<file path="src/rtl/cordic_pkg.sv">
package cordic_pkg;

  typedef enum logic {
    MODE_ROTATE = 1'b0,
    MODE_VECTOR = 1'b1
  } cordic_mode_e;

  // atan(2^-i) scaled by 2^32, rounded
  function automatic longint atan_q32(input int i);
    case (i)
      0:  return 64'd3373259426;
      1:  return 64'd1991351318;
      2:  return 64'd1052175346;
      3:  return 64'd534100635;
      4:  return 64'd268086748;
      5:  return 64'd134174063;
      6:  return 64'd67103403;
      7:  return 64'd33553749;
      8:  return 64'd16777131;
      9:  return 64'd8388597;
      10: return 64'd4194303;
      default: begin
        if (i <= 32) return longint'(64'd1 << (32 - i));
        else         return 64'd0;
      end
    endcase
  endfunction

  // table entry rescaled to a given number of fraction bits
  function automatic longint atan_scaled(input int i, input int frac);
    longint raw;
    raw = atan_q32(i);
    return (raw + (longint'(64'd1) << (31 - frac))) >>> (32 - frac);
  endfunction

endpackage

</file>
<file path="src/rtl/cordic_angle_rom.sv">
module cordic_angle_rom #(
  parameter int ITER   = 16,
  parameter int WIDTH  = 21,
  parameter int FRAC   = 18,
  localparam int IDX_W = (ITER > 1) ? $clog2(ITER) : 1
) (
  input  logic [IDX_W-1:0]        idx,
  output logic signed [WIDTH-1:0] angle
);
  logic signed [WIDTH-1:0] tbl [ITER];

  for (genvar g = 0; g < ITER; g++) begin : g_entry
    assign tbl[g] = WIDTH'(cordic_pkg::atan_scaled(g, FRAC));
  end

  assign angle = tbl[idx];
endmodule

</file>
<file path="src/rtl/cordic_stage.sv">
module cordic_stage #(
  parameter int WIDTH  = 21,
  parameter int IDX_W  = 4
) (
  input  cordic_pkg::cordic_mode_e mode,
  input  logic [IDX_W-1:0]         shift,
  input  logic signed [WIDTH-1:0]  angle,
  input  logic signed [WIDTH-1:0]  x_cur,
  input  logic signed [WIDTH-1:0]  y_cur,
  input  logic signed [WIDTH-1:0]  z_cur,
  output logic signed [WIDTH-1:0]  x_nxt,
  output logic signed [WIDTH-1:0]  y_nxt,
  output logic signed [WIDTH-1:0]  z_nxt
);
  logic signed [WIDTH-1:0] x_sh, y_sh;
  logic                    step_neg;

  assign x_sh = x_cur >>> shift;
  assign y_sh = y_cur >>> shift;

  // step_neg selects d = -1
  always_comb begin
    if (mode == cordic_pkg::MODE_ROTATE) step_neg = z_cur[WIDTH-1];
    else                                 step_neg = ~y_cur[WIDTH-1];
  end

  always_comb begin
    if (step_neg) begin
      x_nxt = x_cur + y_sh;
      y_nxt = y_cur - x_sh;
      z_nxt = z_cur + angle;
    end else begin
      x_nxt = x_cur - y_sh;
      y_nxt = y_cur + x_sh;
      z_nxt = z_cur - angle;
    end
  end
endmodule

</file>
<file path="src/rtl/cordic_ctrl.sv">
module cordic_ctrl #(
  parameter int ITER   = 16,
  localparam int IDX_W = (ITER > 1) ? $clog2(ITER) : 1
) (
  input  logic             clk,
  input  logic             rst,
  input  logic             start,
  output logic             load,
  output logic             busy,
  output logic             last,
  output logic [IDX_W-1:0] step,
  output logic             done
);
  localparam logic [IDX_W-1:0] LAST_STEP = IDX_W'(ITER - 1);

  assign load = start & ~busy;
  assign last = busy & (step == LAST_STEP);

  always_ff @(posedge clk) begin
    if (rst) begin
      busy <= 1'b0;
      step <= '0;
      done <= 1'b0;
    end else begin
      done <= last;
      if (load) begin
        busy <= 1'b1;
        step <= '0;
      end else if (busy) begin
        if (last) busy <= 1'b0;
        else      step <= step + IDX_W'(1);
      end
    end
  end

  p_done_single_r6: assert property (@(posedge clk) disable iff (rst)
    done |=> !done);

  p_done_latency_r5: assert property (@(posedge clk) disable iff (rst)
    done |-> ($past(busy) && $past(step) == LAST_STEP));

  p_busy_advance_r7: assert property (@(posedge clk) disable iff (rst)
    (busy && !last) |=> (busy && step == $past(step) + IDX_W'(1)));
endmodule

</file>
<file path="src/rtl/cordic_rotator.sv">
module cordic_rotator #(
  parameter int DATA_W  = 18,
  parameter int FRAC_W  = 15,
  parameter int GUARD_W = 3,
  parameter int ITER    = 16
) (
  input  logic                     clk,
  input  logic                     rst,
  input  logic                     start,
  input  logic                     mode,
  input  logic signed [DATA_W-1:0] x_in,
  input  logic signed [DATA_W-1:0] y_in,
  input  logic signed [DATA_W-1:0] z_in,
  output logic                     done,
  output logic signed [DATA_W-1:0] x_out,
  output logic signed [DATA_W-1:0] y_out,
  output logic signed [DATA_W-1:0] z_out
);
  import cordic_pkg::*;

  localparam int IW    = DATA_W + GUARD_W;
  localparam int IDX_W = (ITER > 1) ? $clog2(ITER) : 1;

  function automatic logic signed [DATA_W-1:0] narrow(input logic signed [IW-1:0] v);
    logic signed [IW:0] t;
    t = {v[IW-1], v} + (IW+1)'(1 << (GUARD_W - 1));
    return t[IW-1:GUARD_W];
  endfunction

  logic             load, busy, last;
  logic [IDX_W-1:0] step;
  cordic_mode_e     mode_r;
  logic signed [IW-1:0] x_r, y_r, z_r;
  logic signed [IW-1:0] x_n, y_n, z_n;
  logic signed [IW-1:0] angle;

  cordic_ctrl #(.ITER(ITER)) u_ctrl (
    .clk(clk), .rst(rst), .start(start), .load(load), .busy(busy),
    .last(last), .step(step), .done(done)
  );

  cordic_angle_rom #(.ITER(ITER), .WIDTH(IW), .FRAC(FRAC_W + GUARD_W)) u_rom (
    .idx(step), .angle(angle)
  );

  cordic_stage #(.WIDTH(IW), .IDX_W(IDX_W)) u_stage (
    .mode(mode_r), .shift(step), .angle(angle),
    .x_cur(x_r), .y_cur(y_r), .z_cur(z_r),
    .x_nxt(x_n), .y_nxt(y_n), .z_nxt(z_n)
  );

  always_ff @(posedge clk) begin
    if (rst) begin
      mode_r <= MODE_ROTATE;
      x_r    <= '0;
      y_r    <= '0;
      z_r    <= '0;
    end else if (load) begin
      mode_r <= cordic_mode_e'(mode);
      x_r    <= {x_in, {GUARD_W{1'b0}}};
      y_r    <= {y_in, {GUARD_W{1'b0}}};
      z_r    <= {z_in, {GUARD_W{1'b0}}};
    end else if (busy) begin
      x_r <= x_n;
      y_r <= y_n;
      z_r <= z_n;
    end
  end

  always_ff @(posedge clk) begin
    if (rst) begin
      x_out <= '0;
      y_out <= '0;
      z_out <= '0;
    end else if (last) begin
      x_out <= narrow(x_n);
      y_out <= narrow(y_n);
      z_out <= narrow(z_n);
    end
  end

  // in rotation the angle moves toward zero
  p_rot_dir_r2: assert property (@(posedge clk) disable iff (rst)
    (busy && mode_r == MODE_ROTATE) |-> ((z_r >= 0) == (z_n <= z_r)));

  // in vectoring a non-negative y adds angle
  p_vec_dir_r3: assert property (@(posedge clk) disable iff (rst)
    (busy && mode_r == MODE_VECTOR) |-> ((y_r >= 0) == (z_n >= z_r)));

  p_out_hold_r8: assert property (@(posedge clk) disable iff (rst)
    !done |-> ($stable(x_out) && $stable(y_out) && $stable(z_out)));

  p_reset_clear_r1: assert property (@(posedge clk)
    $past(rst) |-> (!done && x_out == '0 && y_out == '0 && z_out == '0));
endmodule

</file>
<file path="config.mk">
export PLATFORM = sky130hd
export DESIGN_NAME = cordic_rotator
export DESIGN_NICKNAME = d
export VERILOG_FILES = /design/src/rtl/cordic_pkg.sv /design/src/rtl/cordic_angle_rom.sv /design/src/rtl/cordic_stage.sv /design/src/rtl/cordic_ctrl.sv /design/src/rtl/cordic_rotator.sv
export SDC_FILE = /design/constraint.sdc
export NUM_CORES = 1
export LEC_CHECK = 0
export BUFFER_PORTS_ARGS = -buffer_cell sky130_fd_sc_hd__buf_2
export CAP_MARGIN = 20
export CORE_MARGIN = 3
export CORE_UTILIZATION = 30
export DETAILED_ROUTE_END_ITERATION = 10
export GPL_ROUTABILITY_DRIVEN = 0
export PLACE_DENSITY = 0.48
export SETUP_SLACK_MARGIN = 0.2
export SYNTH_ARGS = -nofsm -noshare
export SYNTH_HDL_FRONTEND = slang
export SYNTH_SLANG_ARGS = --single-unit
</file>
<file path="constraint.sdc">
create_clock -name clk -period 5.71 [get_ports clk]
set_input_delay 0.571 -clock clk [delete_from_list [all_inputs] [get_ports clk]]
set_output_delay 0.571 -clock clk [all_outputs]
set_load 0.01 [all_outputs]
</file>
Word level (Yosys, flattened, before mapping):

Memories as Yosys holds them, arrays and structs flattened.
Index checks and enable logic that the tools add are counted.

* shifts and indexed selects: 2
* $lt $le $gt $ge: 1
* eq/ne operators: 1
* bitwise operators: 6
* reductions and logical operators: 3
* multiplexer cells: 15
* $add $sub $neg: 10

Operators with widths (number)
* $mux 21: 11
* $add 21x21->21: 3
* $add 21x4->21 const B: 3
* $sub 21x21->21: 3
* $sshr 21x4->21: 2
* $ge 5x5->1 const B: 1
* $not 4->5: 1
* $add 4x1->4 const B: 1
* $eq 4x4->1 const B: 1
* $mux 1: 4
* $not 1->1: 3
* $and 1x1->1: 2
* $reduce_and 2->1: 1
* $reduce_bool 2->1: 1
* $reduce_or 2->1: 1

* ROM bits: 336
* register bits: 124
* output and inout bits: 55
* memories kept: 1
* input bits: 58

Memory list
* (no name shown): depth 16, bits a word 21, read ports 1, clocked after Yosys merged registers in 0, wr ports 0, RTL line cordic_angle_rom.sv:16 `assign angle = tbl[idx];`

Longest topological paths before layout:

Gate-level depths: netlist of run 1.

* depth in word-level cells: 8
* depth in mapped cells: 26

Cells and area by module:

From an unflattened synthesis of run 1, not the netlist that was laid out.

* cell total of the unflattened synthesis: 1542
* area total of the unflattened synthesis: 12453.2 µm²

By module, submodules not included
* cordic_stage: cells each 790, seq. area each 0.0 µm², instances 1, area an instance 6256.0 µm²
* cordic_rotator: cells each 665, seq. area each 2362.3 µm², instances 1, area an instance 5541.6 µm²
* cordic_angle_rom: cells each 57, seq. area each 0.0 µm², instances 1, area an instance 389.1 µm²
* cordic_ctrl: cells each 30, seq. area each 120.1 µm², instances 1, area an instance 266.5 µm²

Worst setup path before layout of run 1:

Ideal clock, no wire load.

* kind: register -> register
* start point: reg u_ctrl.step[1]
* end point: reg y_out[17]
* stages on the path, launching flop included: 24
* slack: -89 ps
* clock period less this slack: 5799 ps
* library setup time: 133 ps
* path buffers: 4
* arrival: 5666 ps
* cells stage by stage: dfxtp_1 > buf_6 > buf_8 > buf_4 > mux4_2 > mux2i_1 > mux2_2 > ha_1 > inv_1 > o32ai_1 > a31oi_1 > nor4_2 > a31oi_1 > xnor2_1 > ha_1 > clkbuf_1 > nand4_1 > a211o_1 > a211o_1 > nor4_1 > nand2_1 > or4_1 > a2111oi_0 > nor3b_1

* word-level cells in the longest chain between the ends: 4
* elaborated cells on any way between the ends: 7
* classes of those cells: add/sub: 3; eq/ne: 1; shift: 1; mux: 1; bitwise: 1

Ends and longest elaborated chain
* start, declared: RTL line cordic_ctrl.sv:11 `output logic [IDX_W-1:0] step,`
* start signal, assigned: RTL line cordic_ctrl.sv:31 `else step <= step + IDX_W'(1);`
* $sshr 21x4->21: RTL line cordic_stage.sv:18 `assign x_sh = x_cur >>> shift;`
* $add 21x21->21 / $sub 21x21->21 (equally long branches): RTL line cordic_stage.sv:34, cordic_stage.sv:30
* $mux 21: RTL line cordic_stage.sv:28 `if (step_neg) begin`
* $add 21x4->21: RTL line cordic_rotator.sv:26 `t = {v[IW-1], v} + (IW+1)'(1 << (GUARD_W - 1));`
* end signal, assigned: RTL line cordic_rotator.sv:77 `y_out <= narrow(y_n);`
* end, declared: RTL line cordic_rotator.sv:16 `output logic signed [DATA_W-1:0] y_out,`

Parallel ways exist; a longest one is shown, timed or not.
A chain may end at the register's enable or synchronous reset.

Final worst setup path of run 1:

* start point: reg u_ctrl.step[1]
* end point: reg x_out[17]

* word-level cells in the longest chain between the ends: 4
* elaborated cells on any way between the ends: 7
* classes of those cells: add/sub: 3; eq/ne: 1; shift: 1; mux: 1; bitwise: 1

Ends and longest elaborated chain
* $sshr 21x4->21: RTL line cordic_stage.sv:19 `assign y_sh = y_cur >>> shift;`
* $sub 21x21->21 / $add 21x21->21 (equally long branches): RTL line cordic_stage.sv:33, cordic_stage.sv:29
* $mux 21: RTL line cordic_stage.sv:28
* $add 21x4->21: RTL line cordic_rotator.sv:26
* end signal, assigned: RTL line cordic_rotator.sv:76 `x_out <= narrow(x_n);`
* end, declared: RTL line cordic_rotator.sv:15 `output logic signed [DATA_W-1:0] x_out,`

Parallel ways exist; a longest one is shown, timed or not.

==> flow_summary_export.csv, run 1 <==
group,metric,value,unit
route,wire_per_inst,20.20,µm
sta,finalCritPeriodShare,0.9537,
setup_path,crit_path_start,"u_ctrl.step[1]",
die,initial_utilization,0.3046,
synth,syn_avg_cell_area,8.023,µm²
layout,area_growth,27.80,%
grt,antenna_found_initial,0,
layout,antennaDiodeCount,0,
die,core_area,43170,µm²
grt,grt_pass1_wl,75030,µm
clock_tree,cts_hold_buf,0,
synth,synth_area_leaders,"dfxtp_1 19%, ha_1 7.9%, a211oi_1 7.3%",
route,first_pass_iters,5,
layout,fillers,4510,
setup_path,r2r_start,"u_ctrl.step[1]",
clock_tree,cts_tree,"done",
clock_tree,clk_latency,0.46,ns
synth,synth_area_leader_cell,"dfxtp_1",
route,viasPerCell,5.537,
power_and_ir_drop,clockPowerShare,0.148,
setup_path,r2r_setup_slack,0.26,ns
min_path,min_path_type,"primary input to flop",
power_and_ir_drop,p_int,4.560,mW
synth,ys_seq_area_frac,0.1888,
route,drc,0,
setup_path,required,6.05,ns
sta,min_period,5.446,ns
sta,rsz0062_at_grt,"yes",
route,dr.first_iter.drc_count,1030,
clock_tree,cts.sinks,124,
synth,synth_nets,1783,
power_and_ir_drop,power_frac_comb,0.724,
setup_path,end_kind,"flop",
place,placed_area,15200,µm²
power_and_ir_drop,vdd_ir_drop_max,0.2289,mV
route,vias,13610,
clock_tree,clkTransAtPathRegs,0.06,ns
synth,syn_area,13150,µm²
die,die_w,215.4,µm
route,drt_wl_total,49640,µm
setup_path,r2r_cells,19,
clock_tree,cts-root-buf,"clkbuf_16",
synth,synth_ff_type,"dfxtp_1",
run_status,status,"finished, final reports clean",
synth,syn_inst,1639,
power_and_ir_drop,p_sw,4.179,mW
layout,final_common_cell,"buf_4",
sta,worst_slack,0.2643,ns
grt,track_usage,0.2054,
layout,layout_common_cells,"186 x buf_4, 167 x nor2_1, 121 x nand2_1, 121 x a211oi_1, 120 x dfxtp_1",
sta,relSlewSlack,0.4316,
sta,max_freq,183.6,MHz
place,portBuffers,112,
grt,grt_overflow,0,
die,io_pins,113,
layout,fin_nets,2004,
sta,hold_viol_final,0,
min_path,hold_end,"mode_r",
synth,async_flop_share,0,
sta,finalMaxSlewViolations,0,
setup_path,path_class,"flop to flop",
power_and_ir_drop,leakage,6.857,nW
clock_tree,numCtsBuffers,17,
synth,synth_edf_count,0,
synth,yosys_warnings,0,
die,die_area,46380,µm²
clock_tree,cts_buffer_depth,2,
die,core.rowCount,76,
synth,ys_ff_latch,124,
flow_run,maxCapViolCount,0,
die,die_h,215.4,µm
setup_path,cp-start-kind,"flop",
sta,worst_pin_slew,0.8465,ns
clock_tree,htree_levels,4,
power_and_ir_drop,seq_power_share,0.129,
layout,drive_gt1_frac,0.2712,
power_and_ir_drop,p_sw_frac,0.4782,
synth,synth.distinct_cells,86,
place,hpwlAfterDp,38030,µm
sta,finClkSkew,0.01415,ns
min_path,min_from,"mode",
grt,grt_pass1_vias,12980,
setup_path,arrival,5.79,ns
sta,setup_violations,0,
setup_path,worstPathMaxFanout,12,
setup_path,cpMaxStageDelayCell,"mux4_2",
layout,design_area,16810,µm²
setup_path,path_cells,"buf_4, bufbuf_16, mux4_2, mux2_2, a21o_1, nor4b_2, buf_4, a21oi_1, xnor2_1, ha_1, a21o_1, a221oi_4, o31a_1, o221ai_2, xnor2_1, nor4b_2, nand4_1, or4_1, o211a_1",
power_and_ir_drop,finalPower,8.739,mW
place,preCtsSetupSlack,-0.1670,ns
setup_path,r2r_end,"x_out[17]",
synth,synth_top_area_share,0.1888,
min_path,min_path_cells,3,
grt,grt_max_degree,96,
route,antenna_left,0,
setup_path,slowest_delay,0.51,ns
power_and_ir_drop,p_per_area,520.0,nW/µm²
[area by class of cell]
type / count / area, µm² / share of cell area
clock buffers: 18 / 439.2 / 0.02613
flip-flops and latches: 124 / 2495 / 0.1485
repair buffers: 306 / 2120 / 0.1261
clock inverters: 14 / 240.2 / 0.01429
multi-input cells: 1365 / 10610 / 0.6312
inverters: 46 / 172.7 / 0.01027
well taps: 585 / 732.0 / 0.04355
[registers in the layout, indices dropped and copies added, names as in the netlist]
name         count
y_r             21
x_out           18
u_ctrl.done      1
u_ctrl.busy      1
u_ctrl.step      4
mode_r           1
y_out           18
z_r             21
z_out           18
x_r             21
[worst max-delay path, delay by kind of cell (launching register included)]
family	cells	cell delay (ns)
muxes	2	0.82
buffers and inverters	3	0.59
xor gates and xnor gates	2	0.46
and+or+nand+nor	4	1.28
DFF	1	0.40
AOI/OAI and AO/OA	7	1.45
adders and majority gates	1	0.34
[cell usage after synthesis (all sizes together), types with 11 or more instances]
cell    instances
inv            45
mux4           44
nand4          21
mux2           14
clkbuf         66
mux2i          54
ha             83
xnor2          81
nand3          45
or4            11
a21oi          98
nand2         121
o31ai          13
buf            38
dfxtp         124
and2           23
o21a           11
nor2          173
nor2b          44
nand2b         20
a31oi          18
a211oi        127
or3            12
a21o           26
nor3           41
o211ai         17
o21ai          67
xor2           49
[timing repair]
item / CTS / global route
setup endpoints to repair: 12 / 26
cloned: 1 / 1
pin swaps: 12 / 60
setup buffers: 7 / 30
resized for setup: 23 / 108
[routing by layer]
| layer | wire, µm | global-route usage |
|---|---|---|
| met4 | 904 | 0.04957 |
| met2 | 23820 | 0.3499 |
| met1 | 22630 | 0.2747 |
| met5 | 0 | 0 |
| met3 | 2293 | 0.02913 |
[through the flow]
stage / instances / util / hold slack [ns] / TNS [ns]
final: 2458 / 0.3893 / 0.4315 / 0
after global routing: 2458 / 0.3893 / 0.4507 / -0.01775
after CTS: 2427 / 0.3717 / 0.4016 / 0
after detailed placement: 2387 / 0.3520 / 0.4430 / -0.4523
after global placement: 2387 / 0.3520 / 0.4373 / -0.07206
after floorplan: 1639 / - / 0.4637 / 0
[logic make-up after synthesis]
logic type / count (synthesis) / synth area share
AO/OA/AOI/OAI: 476 / 0.2489
AND/OR/NAND/NOR: 561 / 0.2092
buffers and inverters: 150 / 0.05252
adder cells (fa/ha/maj): 86 / 0.08354
multiplexers: 112 / 0.1304
flip-flops: 124 / 0.1888
XOR/XNOR: 130 / 0.08658
[worst max-delay path by stage]
stage / endpoint / slack (ns) / cells past startpoint
2_1_floorplan: y_out[17] / 0.16 / 24
3_3_place_gp: y_out[14] / -0.07 / 22
3_5_place_dp: y_out[14] / -0.17 / 22
4_1_cts: y_out[14] / 0.18 / 23
5_1_grt: x_out[17] / -0.02 / 21
6_report: x_out[17] / 0.26 / 19
[power groups by stage]
stage          Sequential, mW  Combinational (mW)  Clock [mW]
3_3_place_gp             1.14                5.58           0
5_1_grt                  1.13                6.86        1.35
6_report                 1.12                6.32        1.29
3_5_place_dp             1.13                5.59           0
2_1_floorplan            1.05                3.59           0
4_1_cts                  1.12                5.73        1.32
Note: power is estimated with default switching activity, not from simulation.
==> inputs of run 2 (changes only) <==
BUFFER_PORTS_ARGS = default   (was -buffer_cell sky130_fd_sc_hd__buf_2)
DONT_BUFFER_PORTS = 1   (was default)
PLACE_DENSITY = 0.46   (was 0.48)
==> run 2 against run 1 <==
Final area shrank 3.5%. First-iteration DRC count shrank 16%. Combinational power is essentially flat. Power shrank 1.3%. Sequential share of layout area grew 0.55 points. Via count shrank 3.6%. Critical path type unchanged. Largest cell class unchanged. Largest power group unchanged. Highest routed layer is now met5.
==> flow_summary_export.csv, run 2 (synthesized netlist as in run 1, its figures left out) <==
group,metric,value,unit
layout,fin_cells,2350,
setup_path,cp-start-kind,"flop",
setup_path,worstPathMaxFanout,7,
setup_path,arrival,5.78,ns
setup_path,r2r_start,"u_ctrl.step[0]",
place,dp_cells,2265,
clock_tree,cts.sinks,124,
grt,antenna_found_initial,4,
route,drc,0,
clock_tree,cts_buffer_depth,2,
layout,area_growth,23.37,%
sta,rsz0062_at_grt,"yes",
power_and_ir_drop,finalPower,8.629,mW
layout,fin_nets,1894,
grt,track_usage,0.2048,
clock_tree,cts_tree,"done",
route,wire_per_inst,21.03,µm
place,hpwlAfterDp,37460,µm
min_path,min_path_type,"primary input to flop",
sta,relSlewSlack,0.2918,
power_and_ir_drop,vdd_ir_drop_max,0.2346,mV
flow_run,maxCapViolCount,0,
sta,hold_viol_final,0,
place,portBuffers,0,
layout,final_common_cell,"buf_4",
route,first_pass_iters,6,
die,die_w,215.4,µm
setup_path,path_class,"flop to flop",
route,antenna_left,0,
clock_tree,clk_latency,0.45,ns
grt,grt_overflow,0,
setup_path,r2r_end,"x_out[17]",
die,die_area,46380,µm²
sta,min_period,5.445,ns
min_path,min_path_cells,1,
sta,finClkSkew,0.02229,ns
setup_path,end_kind,"flop",
power_and_ir_drop,p_per_area,531.9,nW/µm²
route,vias,13120,
die,io_pins,113,
grt,grt_pass1_vias,12590,
sta,setup_violations,0,
min_path,min_from,"rst",
setup_path,slowest_delay,0.51,ns
clock_tree,clkTransAtPathRegs,0.06,ns
die,initial_utilization,0.3046,
sta,worst_pin_slew,1.051,ns
clock_tree,numCtsBuffers,17,
setup_path,cpMaxStageDelayCell,"mux4_2",
sta,finalCritPeriodShare,0.9537,
route,viasPerCell,5.583,
layout,reg.largest.list,"x_r (21), y_r (21), z_r (21)",
setup_path,critPathBufInv,3,
clock_tree,cts-root-buf,"clkbuf_16",
route,dr.first_iter.drc_count,865,
clock_tree,htree_levels,4,
die,core.rowCount,76,
setup_path,path_cells,"buf_6, buf_8, mux4_2, mux2_2, mux2i_2, ha_2, nand4_1, a211oi_2, nand3_1, nand2_1, xor2_1, ha_1, buf_6, and3_4, a221oi_4, o31a_1, o221ai_2, xnor2_2, nor4b_2, nand4_1, or4_1, o211a_1",
layout,fillers,4540,
setup_path,required,6.04,ns
die,core_area,43170,µm²
setup_path,r2r_setup_slack,0.26,ns
setup_path,path_delay_family,"simple AND/OR/NAND/NOR gates",
run_status,status,"finished, final reports clean",
min_path,hold_end,"y_out[15]",
sta,finalMaxSlewViolations,0,
sta,max_freq,183.6,MHz
layout,layout_common_cells,"182 x buf_4, 166 x nor2_1, 121 x a211oi_1",
die,die_h,215.4,µm
route,drt_wl_total,49410,µm
grt,grt_pass1_wl,75070,µm
power_and_ir_drop,leakage,6.298,nW
setup_path,r2r_cells,22,
grt,grt_max_degree,113,
layout,drive_gt1_frac,0.2326,
run 2: cell types whose count changed in the layout (fill, tap and decap cells not counted), sizes merged, moves of 2 or more:
cell    before  now
buf        304  196
bufinv       6    3
clkbuf      19   22
diode        0    2
inv         47   45
run 2: how the worst max path moves through the flow:
stage | cells after the start | endpoint | startpoint | slack, ns
after floorplan | 24 | y_out[17] | u_ctrl.step[1] | 0.16
after global placement | 21 | y_out[17] | u_ctrl.step[0] | -0.23
after detailed placement | 21 | y_out[17] | u_ctrl.step[0] | -0.42
after CTS | 22 | y_out[17] | u_ctrl.step[0] | 0.16
after global routing | 22 | x_out[17] | u_ctrl.step[0] | 0.03
final | 22 | x_out[17] | u_ctrl.step[0] | 0.26
run 2: worst register-to-register path, cell delays in order, from the launching register on:
cell      delay, ns
dfxtp_4        0.38
buf_6          0.13
buf_8          0.13
mux4_2         0.51
mux2_2         0.28
mux2i_2        0.18
ha_2           0.23
nand4_1        0.14
a211oi_2       0.38
nand3_1        0.18
nand2_1        0.12
xor2_1         0.17
ha_1           0.28
buf_6          0.15
and3_4         0.16
a221oi_4       0.24
o31a_1         0.24
o221ai_2       0.14
xnor2_2        0.16
nor4b_2        0.27
nand4_1        0.16
or4_1          0.49
o211a_1        0.21
run 2: where the power goes:
part	internal [mW]	switching, mW	leakage [nW]
combinational	2.79	3.56	4.98
sequential	0.954	0.160	1.02
clock	0.721	0.444	0.297
total	4.46	4.16	6.30
run 2: area by class of cell:
type	instances	area, µm²	share of cell area
Clock inverter	10	137.6	0.008484
Timing Repair Buffer	196	1580	0.09741
Tap cell	585	732.0	0.04512
Clock buffer	22	474.2	0.02923
Sequential cell	124	2497	0.1539
Multi-Input combinational cell	1365	10620	0.6546
Antenna cell	2	5.005	0.0003085
Inverter	46	176.4	0.01087
run 2: timing repair:
| action | CTS | global route |
|---|---|---|
| endpoints found under the setup margin | 17 | 33 |
| setup buffers | 6 | 45 |
| resized for setup | 21 | 131 |
| hold buffers | 0 | 0 |
| pin swaps | 6 | 60 |
run 2: per-stage QoR:
| step | hold WS (ns) | cell area, µm² | TNS, ns | utilization | worst slack (ns) |
|---|---|---|---|---|---|
| 2_1_floorplan | 0.4637 | 13220 | 0 | - | 0.1593 |
| 3_3_place_gp | 0.4736 | 14580 | -0.6883 | 0.3377 | -0.2324 |
| 3_5_place_dp | 0.4828 | 14580 | -1.491 | 0.3377 | -0.4242 |
| 4_1_cts | 0.1803 | 15310 | 0 | 0.3547 | 0.1590 |
| 5_1_grt | 0.1733 | 16220 | 0 | 0.3757 | 0.03325 |
| 6_report | 0.1803 | 16220 | 0 | 0.3758 | 0.2646 |
run 2: per-layer routing:
metal  routed length (µm)  vias to the layer above  global-route usage
met4                 1246                        6             0.05706
met1                22040                     6315              0.2686
met3                 2617                       72             0.04327
met2                23470                      346              0.3408
met5                   43                        -                   0
li1                     -                     6381                   -
